$ cat config.mk
export PLATFORM = sky130hd
export DESIGN_NAME = abort_backstop
export DESIGN_NICKNAME = d
export VERILOG_FILES = /design/src/rtl/abort_backstop_pkg.sv /design/src/rtl/bs_sync2.sv /design/src/rtl/bs_persist.sv /design/src/rtl/bs_beat_wdog.sv /design/src/rtl/abort_backstop.sv
export SDC_FILE = /design/constraint.sdc
export NUM_CORES = 1
export LEC_CHECK = 0
export BUFFER_PORTS_ARGS = -buffer_cell sky130_fd_sc_hd__buf_2
export CORE_UTILIZATION = 35
export CTS_CLUSTER_DIAMETER = 200
export CTS_CLUSTER_SIZE = 16
export DETAILED_ROUTE_END_ITERATION = 6
export GPL_TIMING_DRIVEN = 0
export PLACE_DENSITY_LB_ADDON = 0.08
export SYNTH_ARGS = -nofsm -noshare
export SYNTH_HDL_FRONTEND = slang
export SYNTH_HIERARCHICAL = 1
export SYNTH_SLANG_ARGS = --single-unit
$ cat constraint.sdc
create_clock -name clk -period 3.6 [get_ports clk]
set_clock_uncertainty 0.05 [all_clocks]
set_input_delay 0.36 -clock clk [delete_from_list [all_inputs] [get_ports clk]]
set_output_delay 0.36 -clock clk [all_outputs]
set_load 0.02 [all_outputs]
$ cat src/rtl/abort_backstop_pkg.sv
package abort_backstop_pkg;
    localparam int CAUSE_W       = 2;
    localparam int CAUSE_PERSIST = 0;
    localparam int CAUSE_WDOG    = 1;
    localparam int SYNC_W        = 2;
    localparam int SYNC_OVER     = 0;
    localparam int SYNC_BEAT     = 1;

    typedef logic [CAUSE_W-1:0] cause_t;
endpackage

$ cat src/rtl/bs_sync2.sv
module bs_sync2 #(
    parameter int W = 2
) (
    input  logic         clk,
    input  logic         rst_n,
    input  logic [W-1:0] async_i,
    output logic [W-1:0] sync_o
);
    typedef struct packed {
        logic [W-1:0] s1;
        logic [W-1:0] s2;
    } st_t;

    st_t st_d, st_q;

    always_comb begin
        st_d    = st_q;
        st_d.s1 = async_i;
        st_d.s2 = st_q.s1;
    end

    always_ff @(posedge clk or negedge rst_n) begin
        if (!rst_n) st_q <= '0;
        else        st_q <= st_d;
    end

    assign sync_o = st_q.s2;
endmodule

$ cat src/rtl/bs_persist.sv
module bs_persist #(
    parameter int CYC = 3000
) (
    input  logic clk,
    input  logic rst_n,
    input  logic en_i,
    input  logic lvl_i,
    output logic fire_o
);
    localparam int CW = $clog2(CYC + 1);
    localparam logic [CW-1:0] LAST = CW'(CYC - 1);

    typedef struct packed {
        logic [CW-1:0] cnt;
    } st_t;

    st_t  st_d, st_q;
    logic fire;

    always_comb begin
        st_d = st_q;
        fire = 1'b0;
        if (!en_i || !lvl_i) begin
            st_d.cnt = '0;
        end else if (st_q.cnt == LAST) begin
            fire = 1'b1;
        end else begin
            st_d.cnt = st_q.cnt + 1'b1;
        end
    end

    always_ff @(posedge clk or negedge rst_n) begin
        if (!rst_n) st_q <= '0;
        else        st_q <= st_d;
    end

    assign fire_o = fire;

    // a dropout leaves no way to fire on the next cycle
    a_r3_dropout_restarts: assert property (@(posedge clk) disable iff (!rst_n)
        !lvl_i |=> !fire_o);
    // disarmed means no trip in the following cycle
    a_r6_persist_idle: assert property (@(posedge clk) disable iff (!rst_n)
        !en_i |=> (st_q.cnt == '0));
endmodule

$ cat src/rtl/bs_beat_wdog.sv
module bs_beat_wdog #(
    parameter int CYC = 2000
) (
    input  logic clk,
    input  logic rst_n,
    input  logic en_i,
    input  logic beat_i,
    output logic fire_o
);
    localparam int CW = $clog2(CYC + 1);
    localparam logic [CW-1:0] LAST = CW'(CYC - 1);

    typedef struct packed {
        logic          prev;
        logic [CW-1:0] cnt;
    } st_t;

    st_t  st_d, st_q;
    logic edge_seen;
    logic fire;

    always_comb begin
        st_d      = st_q;
        fire      = 1'b0;
        edge_seen = beat_i ^ st_q.prev;
        st_d.prev = beat_i;
        if (!en_i || edge_seen) begin
            st_d.cnt = '0;
        end else if (st_q.cnt == LAST) begin
            fire = 1'b1;
        end else begin
            st_d.cnt = st_q.cnt + 1'b1;
        end
    end

    always_ff @(posedge clk or negedge rst_n) begin
        if (!rst_n) st_q <= '0;
        else        st_q <= st_d;
    end

    assign fire_o = fire;

    // a heartbeat edge keeps the watchdog from firing next cycle
    a_r4_edge_feeds: assert property (@(posedge clk) disable iff (!rst_n)
        (beat_i != $past(beat_i)) |=> !fire_o);
endmodule

$ cat src/rtl/abort_backstop.sv
module abort_backstop
    import abort_backstop_pkg::*;
#(
    parameter int PERSIST_CYC = 3000,
    parameter int WDOG_CYC    = 2000
) (
    input  logic               clk,
    input  logic               rst_n,
    input  logic               over_lim_i,
    input  logic               beat_i,
    input  logic               arm_i,
    input  logic               clear_i,
    output logic               abort_o,
    output logic [CAUSE_W-1:0] cause_o
);
    typedef struct packed {
        cause_t cause;
    } st_t;

    st_t               st_d, st_q;
    logic [SYNC_W-1:0] raw_in;
    logic [SYNC_W-1:0] syn;
    logic              trip_p;
    logic              trip_w;
    logic              do_clear;

    assign raw_in[SYNC_OVER] = over_lim_i;
    assign raw_in[SYNC_BEAT] = beat_i;

    bs_sync2 #(.W(SYNC_W)) u_sync (
        .clk     (clk),
        .rst_n   (rst_n),
        .async_i (raw_in),
        .sync_o  (syn)
    );

    bs_persist #(.CYC(PERSIST_CYC)) u_persist (
        .clk    (clk),
        .rst_n  (rst_n),
        .en_i   (arm_i),
        .lvl_i  (syn[SYNC_OVER]),
        .fire_o (trip_p)
    );

    bs_beat_wdog #(.CYC(WDOG_CYC)) u_wdog (
        .clk    (clk),
        .rst_n  (rst_n),
        .en_i   (arm_i),
        .beat_i (syn[SYNC_BEAT]),
        .fire_o (trip_w)
    );

    always_comb begin
        st_d     = st_q;
        do_clear = clear_i && !arm_i;
        if (do_clear) begin
            st_d.cause = '0;
        end else begin
            if (trip_p) st_d.cause[CAUSE_PERSIST] = 1'b1;
            if (trip_w) st_d.cause[CAUSE_WDOG]    = 1'b1;
        end
    end

    always_ff @(posedge clk or negedge rst_n) begin
        if (!rst_n) st_q <= '0;
        else        st_q <= st_d;
    end

    assign cause_o = st_q.cause;
    assign abort_o = |st_q.cause;

    // a persistence trip is recorded as cause bit 0
    a_r2_persist_cause: assert property (@(posedge clk) disable iff (!rst_n)
        trip_p |=> (abort_o && cause_o[CAUSE_PERSIST]));
    // a watchdog trip is recorded as cause bit 1
    a_r5_wdog_cause: assert property (@(posedge clk) disable iff (!rst_n)
        trip_w |=> (abort_o && cause_o[CAUSE_WDOG]));
    // a latched cause only goes away through a disarmed clear
    a_r7_latched: assert property (@(posedge clk) disable iff (!rst_n)
        (cause_o[CAUSE_PERSIST] && !(clear_i && !arm_i)) |=> cause_o[CAUSE_PERSIST]);
    // clear while armed does not drop the request
    a_r8_no_clear_armed: assert property (@(posedge clk) disable iff (!rst_n)
        (arm_i && abort_o) |=> abort_o);
    // disarmed and idle stays idle
    a_r6_disarmed_quiet: assert property (@(posedge clk) disable iff (!rst_n)
        (!arm_i && !abort_o) |=> !abort_o);
endmodule

==> results.md <==
- Setup repair after global routing left no endpoint under its margin.
- In this run the critical register-to-register path is launched from u_wdog/st_q[0]$_DFFE_PN0P_.
- Row generation in the floorplan step produced 23 rows.
- The critical path in this run is classified as reg2reg.
- The total of warnings raised by yosys is 6.
- Measured on the finished design, the core utilization comes to about two fifths.
- The post-CTS setup buffer count is 0.
- The standard cell core area is ~4100 µm².
- For this run, the detailed router's first-pass iteration total came to 4.
- The critical path goes through ha_1 > nand3_1 > or4_4 > nor2_1 > nor2_1 > nor2_1.
- The largest vdd supply drop is ~0.17 mV.
- Leaving out filler cells and counting taps, the final layout contains 207.
- For this run, design rule violations remaining after detail routing come to 0.
- The number of instances resized during post-cts repair is 0.
- The number of setup violations in the final report is 0.
- The count of flip-flops with a built-in enable after synthesis is 0.
- The critical path arrival is between 1.5 and 2 ns.
- In this run, distinct cell masters in the synthesized netlist total 42.
- The layout has roughly 400 filler cells.
- The final route contains about 1200 vias.
- For this run, the slowest stage of the critical path takes about 0.47 ns.
- The number of buffers on the longest clock path is 2.
- The launch point of the critical path is u_wdog/st_q[0]$_DFFE_PN0P_.
- For the worst setup path, the data required time is ~3.8 ns.
- In the layout the commonest cells are dfrtp_1 (30), a21oi_1 (13), nand2_1 (11).
- The end of the worst register-to-register path is cause_o[1]$_DFFE_PN0P_.
- After detailed routing, the average wire length per cell comes to 14.7 µm.
- The finished cells cover approximately 1700 µm².
- The cell count after synthesis came out at roughly 140.
- Once the floorplan was initialized, standard cells occupied a little under two fifths of the core.
- The synthesized design contains 30 register bits.
- After detailed routing, the number of vias per cell comes to between 5 and 6.
- The number of I/O port buffers is 8.
- The H-tree generated during clock tree synthesis spans 2 levels.
- After the last flow step, the layout net total stands at 164.
- The max-slew violation count came to 0.
- The met1 track demand over resource in global routing is between 10% and 20%.
- The I/O pin total is 9.
- The flow ran to the end, and the final reports show no timing, DRC or antenna violations.
- Wires add up to about 3000 µm.
- The congestion estimate from routability-driven global placement came to approximately 0.84.
- Detailed placement finished with a half-perimeter wire length of about 2100 µm.
- Power spread over the standard cell area amounts to approximately 390 nW/µm².
- The overall track demand over capacity in global routing is between 10% and 20%.
- In this run the worst setup path terminates at cause_o[1]$_DFFE_PN0P_.
- The biggest area contributor in the post-synthesis netlist is dfrtp_1.
- The leakage power is approximately 0.68 nW.
- The number of buffers created by CTS is 5.
- For this run, the register share of the synthesized area comes to about 50%.
- The average instance in the mapped netlist occupies 10.6 µm².
- In this run the clock root is driven by a clkbuf_8.
- The die boundary height is slightly below 70 µm.
- The tightest min-delay check is of the in2async type.
- The capturing element type of the critical path is a flop.
- In the global route stage, met3 resource usage came out at between 4 and 5%.
- For the pin with the worst max-slew slack, the measured transition is between 0.6 and 0.7 ns.
- The worst hold margin is ~0.065 ns.
- Clock latency on the worst-skew pair, taken at its later pin, is 0.28 ns.
- In this run, the number of DRC markers left after iteration 0 of detailed routing was 25.
- The register-to-register setup slack is ~2 ns.
- The most common cell after layout, fill and taps aside is dfrtp_1.
- The clock transition at the register clock pins on the worst setup and hold paths after CTS is 0.06 ns.
- The die width is 67.4 µm.
- The post-route minimum period is around 1.6 ns.
- The clock drives 30 sinks.
- Max-cap violations in this run came to 0.
- The number of placed instances, taps included, is between 150 and 200.
- The fraction of layout instances using a drive strength above 1 is 19.1%.
- The number of hold buffers added after CTS is 0.
- After global routing, the most crowded layer is met2.
- TritonCTS built the clock tree.
- The async set or reset register ratio after synthesis is 100%.
- The total overflow reported by the global router is 0.
- For the final routed database, the setup TNS stands at 0 ns.
- The number of global-route vias before repair was 1165.
- Dividing the final minimum period by the clock period gives 45.5%.
- The area growth from synthesis to layout is 13.0%.
- The repair_antennas step left the layout with diodes totalling 0.
- In this run the biggest area consumer among cell types represents between 50% and 60% of the synthesized area.
- The length in cells of the worst reg-to-reg path is 6.
- The first global-routing pass estimated approximately 5300 µm of wire.
- The number of antenna violations at the first check in global routing is 0.
- Entering global routing, the biggest net connects 31 pins.
- The critical-path maximum fanout is 5.
- On the critical path, the stage with the largest delay is an instance of or4_4.
- The number of hold violations in the final report is 0.
- The area of the die is ~4500 µm².
- The maximum operating frequency is just over 0.6 GHz.
- The total nets after synthesis is 149.
- After detailed placement, the total cell area comes to between 1500 and 2000 µm².
- The count of nets left with antenna violations after detail routing is 0.
- The critical path launch point type is a flop.
- Ranked by total cell area, the synthesized netlist is headed by dfrtp_1 (50%), a21oi_1 (4.4%), o31ai_1 (4.0%), or4_1 (4.0%), nand3_1 (3.3%).
- Measured against its own limit, the worst slew margin works out to 55.0%.
- For met2 alone, demand over resource in global routing was 26.5%.
- By instance count, the cell type seen most on the critical path is nor2_1.
- The post-synthesis cell area is around 1500 µm².
- The predominant post-synthesis flop cell is dfrtp_1.
## kinds of logic (layout without fill, tap and decap cells)
kind of cell / count (synthesis) / after routing / share of synthesized area (%)
flip-flops: 30 / 30 / 50.2
AO/OA/AOI/OAI: 36 / 36 / 15.2
adder cells (fa/ha/maj): 2 / 2 / 1.67
buffers and inverters: 5 / 21 / 2.01
multiplexers: 3 / 3 / 2.01
AND/OR/NAND/NOR: 63 / 63 / 27.2
XOR/XNOR: 2 / 2 / 1.67
## stage by stage
step	worst slack, ns	power, mW
2_1_floorplan	2.15	0.368
3_3_place_gp	1.98	0.383
3_5_place_dp	1.96	0.384
4_1_cts	1.96	0.667
5_1_grt	1.79	0.682
6_report	1.96	0.653
## registers in the layout, indices dropped and copies added, names as in the netlist
name / flops
cause_o: 2
u_persist/st_q: 12
u_sync/st_d: 2
u_sync/sync_o: 2
u_wdog/st_q: 12
## Yosys cell counts, types with 2 or more instances
| cell | count |
|---|---|
| dfrtp_1 | 30 |
| a21oi_1 | 13 |
| nand2_1 | 11 |
| nand3_1 | 10 |
| o31ai_1 | 8 |
| or4_1 | 8 |
| nor2_1 | 7 |
| o21ai_0 | 6 |
| a31oi_1 | 3 |
| mux2i_1 | 3 |
| or3_1 | 3 |
| ha_1 | 2 |
| inv_1 | 2 |
| nand2b_1 | 2 |
| nand3_2 | 2 |
| nand4_1 | 2 |
| nor3_1 | 2 |
| o211ai_1 | 2 |
| or3_2 | 2 |
## critical path, delay by kind of cell (launching register included)
kind	cells	cell delay [ns]
flip-flops	1	0.41
AND/OR/NAND/NOR	5	0.88
adder cells (fa/ha/maj)	1	0.24
## power breakdown
group,switching (mW),internal (mW)
clock,0.123,0.154
combinational,0.0198,0.00967
sequential,0.00459,0.343
total,0.147,0.506
## metal layers
metal	up-vias	wire length, µm	part of all wire [%]
li1	577	-	-
met1	597	1470	48
met2	15	1430	47
met3	5	91	3.0
met4	0	53	1.7
met5	-	0	0
## worst min path at each step
stage	startpoint	end	slack [ns]
floorplan	rst_n	cause_o[0]$_DFFE_PN0P_	0.01
global placement	u_sync/st_d[0]$_DFF_PN0_	u_sync/sync_o[0]$_DFF_PN0_	0.28
detailed placement	u_sync/st_d[0]$_DFF_PN0_	u_sync/sync_o[0]$_DFF_PN0_	0.29
CTS	rst_n	u_persist/st_q[4]$_DFFE_PN0P_	0.1
global route	rst_n	u_persist/st_q[4]$_DFFE_PN0P_	0.13
finish	rst_n	u_wdog/st_q[7]$_DFFE_PN0P_	0.07
## cell type report
type / instances / area (µm²) / area share, %
flip-flops and latches: 30 / 751 / 44.4
plain buffers: 3 / 22.5 / 1.33
clock inverters: 1 / 5.00 / 0.296
repair buffers: 8 / 40.0 / 2.37
inverters: 2 / 7.51 / 0.444
multi-input cells: 106 / 714 / 42.3
well taps: 50 / 62.6 / 3.70
clock buffers: 7 / 86.3 / 5.11
Note: power is estimated with default switching activity, not from simulation.
